[config.mk]
export PLATFORM = sky130hd
export DESIGN_NAME = tagzero_seq
export DESIGN_NICKNAME = d
export VERILOG_FILES = /design/src/rtl/tzs_pkg.sv /design/src/rtl/tzs_decode.sv /design/src/rtl/tzs_beat.sv /design/src/rtl/tagzero_seq.sv
export SDC_FILE = /design/constraint.sdc
export NUM_CORES = 1
export LEC_CHECK = 0
export BUFFER_PORTS_ARGS = -buffer_cell sky130_fd_sc_hd__buf_2
export CAP_MARGIN = 15
export CORE_AREA = 2 2 158 160
export DETAILED_ROUTE_END_ITERATION = 7
export DIE_AREA = 0 0 160 162
export PLACE_DENSITY_LB_ADDON = 0.05
export SETUP_SLACK_MARGIN = 0.3
export SLEW_MARGIN = 20
export SYNTH_ARGS = -nofsm -noshare
export SYNTH_HDL_FRONTEND = slang
export SYNTH_SLANG_ARGS = --single-unit
[constraint.sdc]
create_clock -name clk -period 3.1 [get_ports clk]
set_input_delay 0.31 -clock clk [delete_from_list [all_inputs] [get_ports clk]]
set_output_delay 0.31 -clock clk [all_outputs]
set_load 0.005 [all_outputs]
[src/rtl/tzs_pkg.sv]
// Shared types for the tag-and-zero sequencer.
// Assumes: only two controller states are needed (idle, walking).
package tzs_pkg;
    typedef enum logic [0:0] {
        ST_IDLE = 1'b0,
        ST_RUN  = 1'b1
    } tzs_state_e;

    localparam int NUM_CHAN = 2;   // channel 0: data, channel 1: tag
endpackage

[src/rtl/tzs_decode.sv]
// Command decode: privilege and stack-pointer alignment checks, block size,
// aligned base address and granule count (minus one).
// Assumes: ADDR_W is wide enough to hold the largest block offset.
module tzs_decode #(
    parameter int ADDR_W    = 64,
    parameter int BS_W      = 4,
    parameter int EL_W      = 2,
    parameter int GRAN_LOG2 = 4,
    localparam int MAX_LOG2 = (1 << BS_W) + 1,
    localparam int LOG_W    = $clog2(MAX_LOG2 + 1),
    localparam int CNT_W    = MAX_LOG2 - GRAN_LOG2 + 1
) (
    input  logic [ADDR_W-1:0] base,
    input  logic              use_sp,
    input  logic [EL_W-1:0]   el,
    input  logic [BS_W-1:0]   bs,
    output logic              undef,
    output logic              misalign,
    output logic [ADDR_W-1:0] aligned_base,
    output logic [CNT_W-1:0]  count_m1
);
    logic [LOG_W-1:0] raw_log2;
    logic [LOG_W-1:0] blk_log2;

    // Privilege and alignment checks; the caller gives undef priority.
    always_comb begin
        undef    = (el == '0);
        misalign = use_sp && (base[GRAN_LOG2-1:0] != '0);
    end

    // Block size log2 = bs + 2, clamped to at least one granule.
    always_comb begin
        raw_log2 = LOG_W'(bs) + LOG_W'(2);
        blk_log2 = (raw_log2 < LOG_W'(GRAN_LOG2)) ? LOG_W'(GRAN_LOG2) : raw_log2;
    end

    // Round the base down and derive the number of granules.
    always_comb begin
        aligned_base = base & ~((ADDR_W'(1) << blk_log2) - ADDR_W'(1));
        count_m1     = (CNT_W'(1) << (blk_log2 - LOG_W'(GRAN_LOG2))) - CNT_W'(1);
    end
endmodule

[src/rtl/tzs_beat.sv]
// One write channel's pending flag: arm raises valid, ready clears it.
// Assumes: arm is never asserted while a beat on this channel is still pending.
module tzs_beat (
    input  logic clk,
    input  logic rst_n,
    input  logic arm,
    input  logic ready,
    output logic valid
);
    // Hold valid from arm until the handshake completes.
    always_ff @(posedge clk) begin
        if (!rst_n)     valid <= 1'b0;
        else if (arm)   valid <= 1'b1;
        else if (ready) valid <= 1'b0;
    end
endmodule

[src/rtl/tagzero_seq.sv]
// Tag-and-zero block store sequencer top level.
// Takes a command, checks it, then writes a zero data beat and a tag beat
// per 16-byte granule of the aligned block, and pulses a single response.
// Assumes: the two write channels are independent; the downstream memory side
// performs no tag comparison.
module tagzero_seq
    import tzs_pkg::*;
#(
    parameter int ADDR_W    = 64,
    parameter int SRC_W     = 64,
    parameter int DATA_W    = 128,
    parameter int TAG_W     = 4,
    parameter int BS_W      = 4,
    parameter int EL_W      = 2,
    parameter int GRAN_LOG2 = 4
) (
    input  logic              clk,
    input  logic              rst_n,
    input  logic              cmd_valid,
    output logic              cmd_ready,
    input  logic [ADDR_W-1:0] cmd_base,
    input  logic              cmd_use_sp,
    input  logic [SRC_W-1:0]  cmd_src,
    input  logic [EL_W-1:0]   cmd_el,
    input  logic [BS_W-1:0]   cmd_bs,
    output logic              dwr_valid,
    input  logic              dwr_ready,
    output logic [ADDR_W-1:0] dwr_addr,
    output logic [DATA_W-1:0] dwr_data,
    output logic              twr_valid,
    input  logic              twr_ready,
    output logic [ADDR_W-1:0] twr_addr,
    output logic [TAG_W-1:0]  twr_tag,
    output logic              done,
    output logic              fault_undef,
    output logic              fault_align
);
    localparam int MAX_LOG2 = (1 << BS_W) + 1;
    localparam int CNT_W    = MAX_LOG2 - GRAN_LOG2 + 1;
    localparam logic [ADDR_W-1:0] GRAN_BYTES = ADDR_W'(1) << GRAN_LOG2;

    tzs_state_e        state;
    logic [ADDR_W-1:0] addr_q;
    logic [CNT_W-1:0]  remain_q;
    logic [TAG_W-1:0]  tag_q;

    logic              dec_undef, dec_misalign;
    logic [ADDR_W-1:0] dec_base;
    logic [CNT_W-1:0]  dec_cnt_m1;

    logic              accept, gran_end, last_gran, arm;
    logic [NUM_CHAN-1:0] ch_valid, ch_ready, ch_clear;

    tzs_decode #(
        .ADDR_W   (ADDR_W),
        .BS_W     (BS_W),
        .EL_W     (EL_W),
        .GRAN_LOG2(GRAN_LOG2)
    ) u_decode (
        .base        (cmd_base),
        .use_sp      (cmd_use_sp),
        .el          (cmd_el),
        .bs          (cmd_bs),
        .undef       (dec_undef),
        .misalign    (dec_misalign),
        .aligned_base(dec_base),
        .count_m1    (dec_cnt_m1)
    );

    // Both write channels share one arm strobe; each tracks its own handshake.
    generate
        for (genvar c = 0; c < NUM_CHAN; c++) begin : g_chan
            tzs_beat u_beat (
                .clk  (clk),
                .rst_n(rst_n),
                .arm  (arm),
                .ready(ch_ready[c]),
                .valid(ch_valid[c])
            );
            assign ch_clear[c] = !ch_valid[c] || ch_ready[c];
        end
    endgenerate

    // Channel mapping and constant / registered payloads.
    always_comb begin
        ch_ready  = {twr_ready, dwr_ready};
        dwr_valid = ch_valid[0];
        twr_valid = ch_valid[1];
        dwr_addr  = addr_q;
        twr_addr  = addr_q;
        dwr_data  = '0;
        twr_tag   = tag_q;
    end

    // Sequencing conditions: command accept, granule end, next-beat arm.
    always_comb begin
        cmd_ready = (state == ST_IDLE);
        accept    = cmd_valid && cmd_ready;
        gran_end  = (state == ST_RUN) && (&ch_clear);
        last_gran = (remain_q == '0);
        arm       = (accept && !dec_undef && !dec_misalign) || (gran_end && !last_gran);
    end

    // Controller: latch command, walk granules, pulse the response.
    always_ff @(posedge clk) begin
        if (!rst_n) begin
            state       <= ST_IDLE;
            addr_q      <= '0;
            remain_q    <= '0;
            tag_q       <= '0;
            done        <= 1'b0;
            fault_undef <= 1'b0;
            fault_align <= 1'b0;
        end else begin
            done        <= 1'b0;
            fault_undef <= 1'b0;
            fault_align <= 1'b0;
            case (state)
                ST_IDLE: begin
                    if (accept) begin
                        if (dec_undef) begin
                            fault_undef <= 1'b1;
                        end else if (dec_misalign) begin
                            fault_align <= 1'b1;
                        end else begin
                            state    <= ST_RUN;
                            addr_q   <= dec_base;
                            remain_q <= dec_cnt_m1;
                            tag_q    <= cmd_src[TAG_W-1:0];
                        end
                    end
                end
                ST_RUN: begin
                    if (gran_end) begin
                        if (last_gran) begin
                            state <= ST_IDLE;
                            done  <= 1'b1;
                        end else begin
                            addr_q   <= addr_q + GRAN_BYTES;
                            remain_q <= remain_q - CNT_W'(1);
                        end
                    end
                end
                default: state <= ST_IDLE;
            endcase
        end
    end
endmodule

==> summary.txt <==
CLOCK NETWORK
---------------------------------------------------------------------------------
Clock tree from TritonCTS                                                     yes
Root Buffer                                                             clkbuf_16
Clock insertion delay at the later pin of the skew report                 0.35 ns
Buffer depth of the longest clock path                                          2
Hold_buf cts                                                                    0
TritonCTS Sinks                                                                88
CTS Buf Count                                                                   9
CTS H-Tree Depth                                                                3
Clock transition at the registers of the reported paths                   0.07 ns

TIMING
---------------------------------------------------------------------------------
Sum of negative setup slack                                                  0 ns
Tightest hold margin                                                    0.1879 ns
Relative slew slack                                                        36.07%
Final Cycle Share                                                          80.80%
Top achievable clock speed                                             0.3992 GHz
Number of failing setup endpoints in the final timing report                    0
Final-report hold violation count                                               0
Worst clock skew                                                       0.01005 ns
Setup repair after global routing missed its margin                            no
Final Slew Violations                                                           0
Worst slew pin tran                                                     0.9589 ns
Final critical delay including setup and external delays                 2.505 ns
Worst Setup Slack, final                                                0.5952 ns

PLACE
---------------------------------------------------------------------------------
Setup WS pre-CTS                                                        0.2901 ns
Detailed placement HPWL                                                  20310 um
Last weighted congestion value of the routability-driven placer            0.7951
Post-Place Cells                                                             1511
IO buf count                                                                  217

ROUTING
---------------------------------------------------------------------------------
Via density per instance                                                    5.114
Met3 wire length                                                          1364 um
Average detailed-routed wire length per instance                         18.16 um
Sum of routed wire segments on met1                                      13070 um
Initial DRC Count                                                             519
Routed wire length                                                       27730 um
Total number of vias                                                         7809
Top layer reached by signal wires                                            met4
Antenna viol nets, final                                                        0
Detailed-routed wire length on met2                                      12960 um
Number of optimization iterations in the first detailed-route pass              5
DRC violations left                                                             0

LOGIC SYNTHESIS
---------------------------------------------------------------------------------
Post-synthesis sequential element count                                        88
Number of enable-type register cells in the synthesized netlist                 0
Async SR Flop Fraction                                                         0%
Count of distinct cell types in the synthesized netlist                        77
Cell types occupying the most area after synthesis                   dfxtp_1 (23%), buf_4 (20%), a21oi_1 (6.4%)
Area of the mapped netlist                                             7507 sq um
Most used DFF post-synth                                                  dfxtp_1
Post-synthesis cell type with the largest combined area                   dfxtp_1
Gate count after technology mapping                                          1044
Mean area per synthesized cell                                        7.191 sq um
Share of the synthesized area in the top cell type                         23.47%
Portion of the post-synthesis area used by sequential elements             23.47%
Synth Warn #                                                                    0

WORST SETUP PATH
---------------------------------------------------------------------------------
Worst path required time                                                  3.34 ns
Endpoint type of the worst setup path                                        flop
Highest fanout seen on the critical path                                       10
Launching element type of the critical path                                  flop
Type of the worst setup path                                              reg2reg
Endpoint arrival time on the critical path                                2.75 ns

GRT
---------------------------------------------------------------------------------
Antenna violations before repair                                                1
Remaining global-route overflow                                                 0
Overall Global Routing Usage                                               20.49%
Pin count of the biggest net entering global routing                           46
Wire length of the first global-routing pass                             41810 um
Number of global-route vias before repair                                    6944

PWR
---------------------------------------------------------------------------------
Cell leakage power                                                    0.003754 uW
Design Power                                                              3679 uW
Maximum resistive drop on vdd                                         0.0001989 V
Cell area power density                                              429.3 nW/um^2

FINAL LAYOUT
---------------------------------------------------------------------------------
Proportion of layout cells with a drive suffix above 1                     25.96%
Final nets                                                                   1346
Non-filler cells in the finished layout                                      1527
Growth of design area from synthesis to finish                             14.15%

RUN
---------------------------------------------------------------------------------
Max-cap violations                                                              0

DIE
---------------------------------------------------------------------------------
Number of rows created at floorplan                                            57
Width of the die                                                           160 um
Die height                                                                 162 um
Area of the core                                                      24110 sq um
Die ar.                                                               25920 sq um
Starting density of the core                                               31.14%
Io pins                                                                       406

HOLD PATH
---------------------------------------------------------------------------------
Worst hold-check path type                                                 in2reg

RUN STATUS
---------------------------------------------------------------------------------
Run status                                                              completed

## cell usage after synthesis (all sizes together) (3+ instances only)
| cell type | n |
|---|---|
| nor4b | 4 |
| o221ai | 3 |
| a21oi | 96 |
| and2 | 8 |
| ha | 7 |
| a22oi | 10 |
| o21a | 7 |
| o22ai | 12 |
| xor2 | 3 |
| a21o | 5 |
| dfxtp | 88 |
| nand3 | 49 |
| o2111ai | 3 |
| nor3 | 34 |
| o32ai | 4 |
| nor2b | 4 |
| o21ai | 69 |
| and4 | 4 |
| nor2 | 62 |
| o211a | 4 |
| clkbuf | 49 |
| nor3b | 4 |
| nand2b | 12 |
| nand2 | 99 |
| or3 | 9 |
| a2bb2oi | 3 |
| or4 | 7 |
| a41oi | 4 |
| buf | 205 |
| xnor2 | 4 |
| o31ai | 7 |
| a21boi | 8 |
| mux2i | 9 |
| and3 | 16 |
| nor4 | 25 |
| a31oi | 13 |
| a211oi | 4 |
| a311oi | 6 |
| inv | 20 |
| nand4 | 21 |
| o211ai | 10 |
## repair_timing
item | 4_1_cts | 5_1_grt
setup buffers | 0 | 1
resized for setup | 0 | 1
endpoints found under the setup margin | 0 | 3
## area by class of cell
cell class	count	area, sq um
Tap cell	324	405.4
Fill cell	2699	15540
Antenna cell	1	2.502
Multi-Input combinational cell	811	4514
Clock buffer	9	225.2
Inverter	21	78.83
Sequential cell	88	1765
Timing Repair Buffer	268	1519
Clock inverter	5	58.81
## worst max-delay path, cell delays in order, from the launching register on
cell,delay [ns]
dfxtp_1,0.53
and4_1,0.35
nand3_2,0.14
or2_2,0.35
or4_4,0.59
a21o_1,0.20
a32o_1,0.24
## cells in the final DEF, fill, tap and decap left out, drive strengths merged, types with 8 or more instances in the layout
cell	count
buf	268
conb	132
nand2	99
a21oi	96
dfxtp	88
o21ai	69
nor2	62
nand3	49
nor3	34
nor4	25
inv	22
nand4	21
and3	16
a31oi	13
o22ai	12
nand2b	12
a22oi	10
o211ai	10
clkbuf	9
or3	9
mux2i	9
and2	8
a21boi	8
## registers in the layout (all words and copies together) (netlist names)
signal and count:
twr_tag 4, fault_align 1, fault_undef 1, g_chan.u_beat.valid 2, done 1, dwr_addr 64
state 1, remain_q 14
## metal layers
layer  vias up  GRT usage [%]
met5         -              0
met4         0          5.283
met3        19          2.375
met2       289          32.98
met1      3742          29.15
li1       3759              -
## through the flow
step           instance area [sq um]  util [%]
6_report                        8569     35.55
2_1_floorplan                   8035         -
4_1_cts                         8553     35.48
5_1_grt                         8569     35.55
3_5_place_dp                    8269     34.30
3_3_place_gp                    8269     34.30
## report_power, final
group | internal, uW | leakage, uW | switching, uW
combinational | 468 | 0.00290 | 684
sequential | 1240 | 0.000720 | 160
clock | 619 | 0.000134 | 513
## final timing paths
path	startpoint	to	slack, ns	depth (start not counted)
hold / removal	cmd_src[1]	twr_tag[1]	0.19	3
setup reg to reg	dwr_addr[11]	dwr_addr[35]	0.60	6
hold reg to reg	twr_tag[2]	twr_tag[2]	0.46	2
setup / recovery	dwr_addr[11]	dwr_addr[35]	0.60	6
## logic make-up (layout without fill, tap and decap cells)
family / Yosys count / count (layout) / share of synthesized area, %
AO/OA/AOI/OAI: 288 / 288 / 24.02
XOR/XNOR: 7 / 7 / 0.8167
adder cells (fa/ha/maj): 7 / 7 / 1.167
buffers and inverters: 275 / 303 / 23.62
flip-flops: 88 / 88 / 23.47
multiplexers: 11 / 11 / 1.500
other: 2 / 133 / 0.1000
AND/OR/NAND/NOR: 366 / 366 / 25.32
No activity file was read; power rests on OpenSTA's default activity.
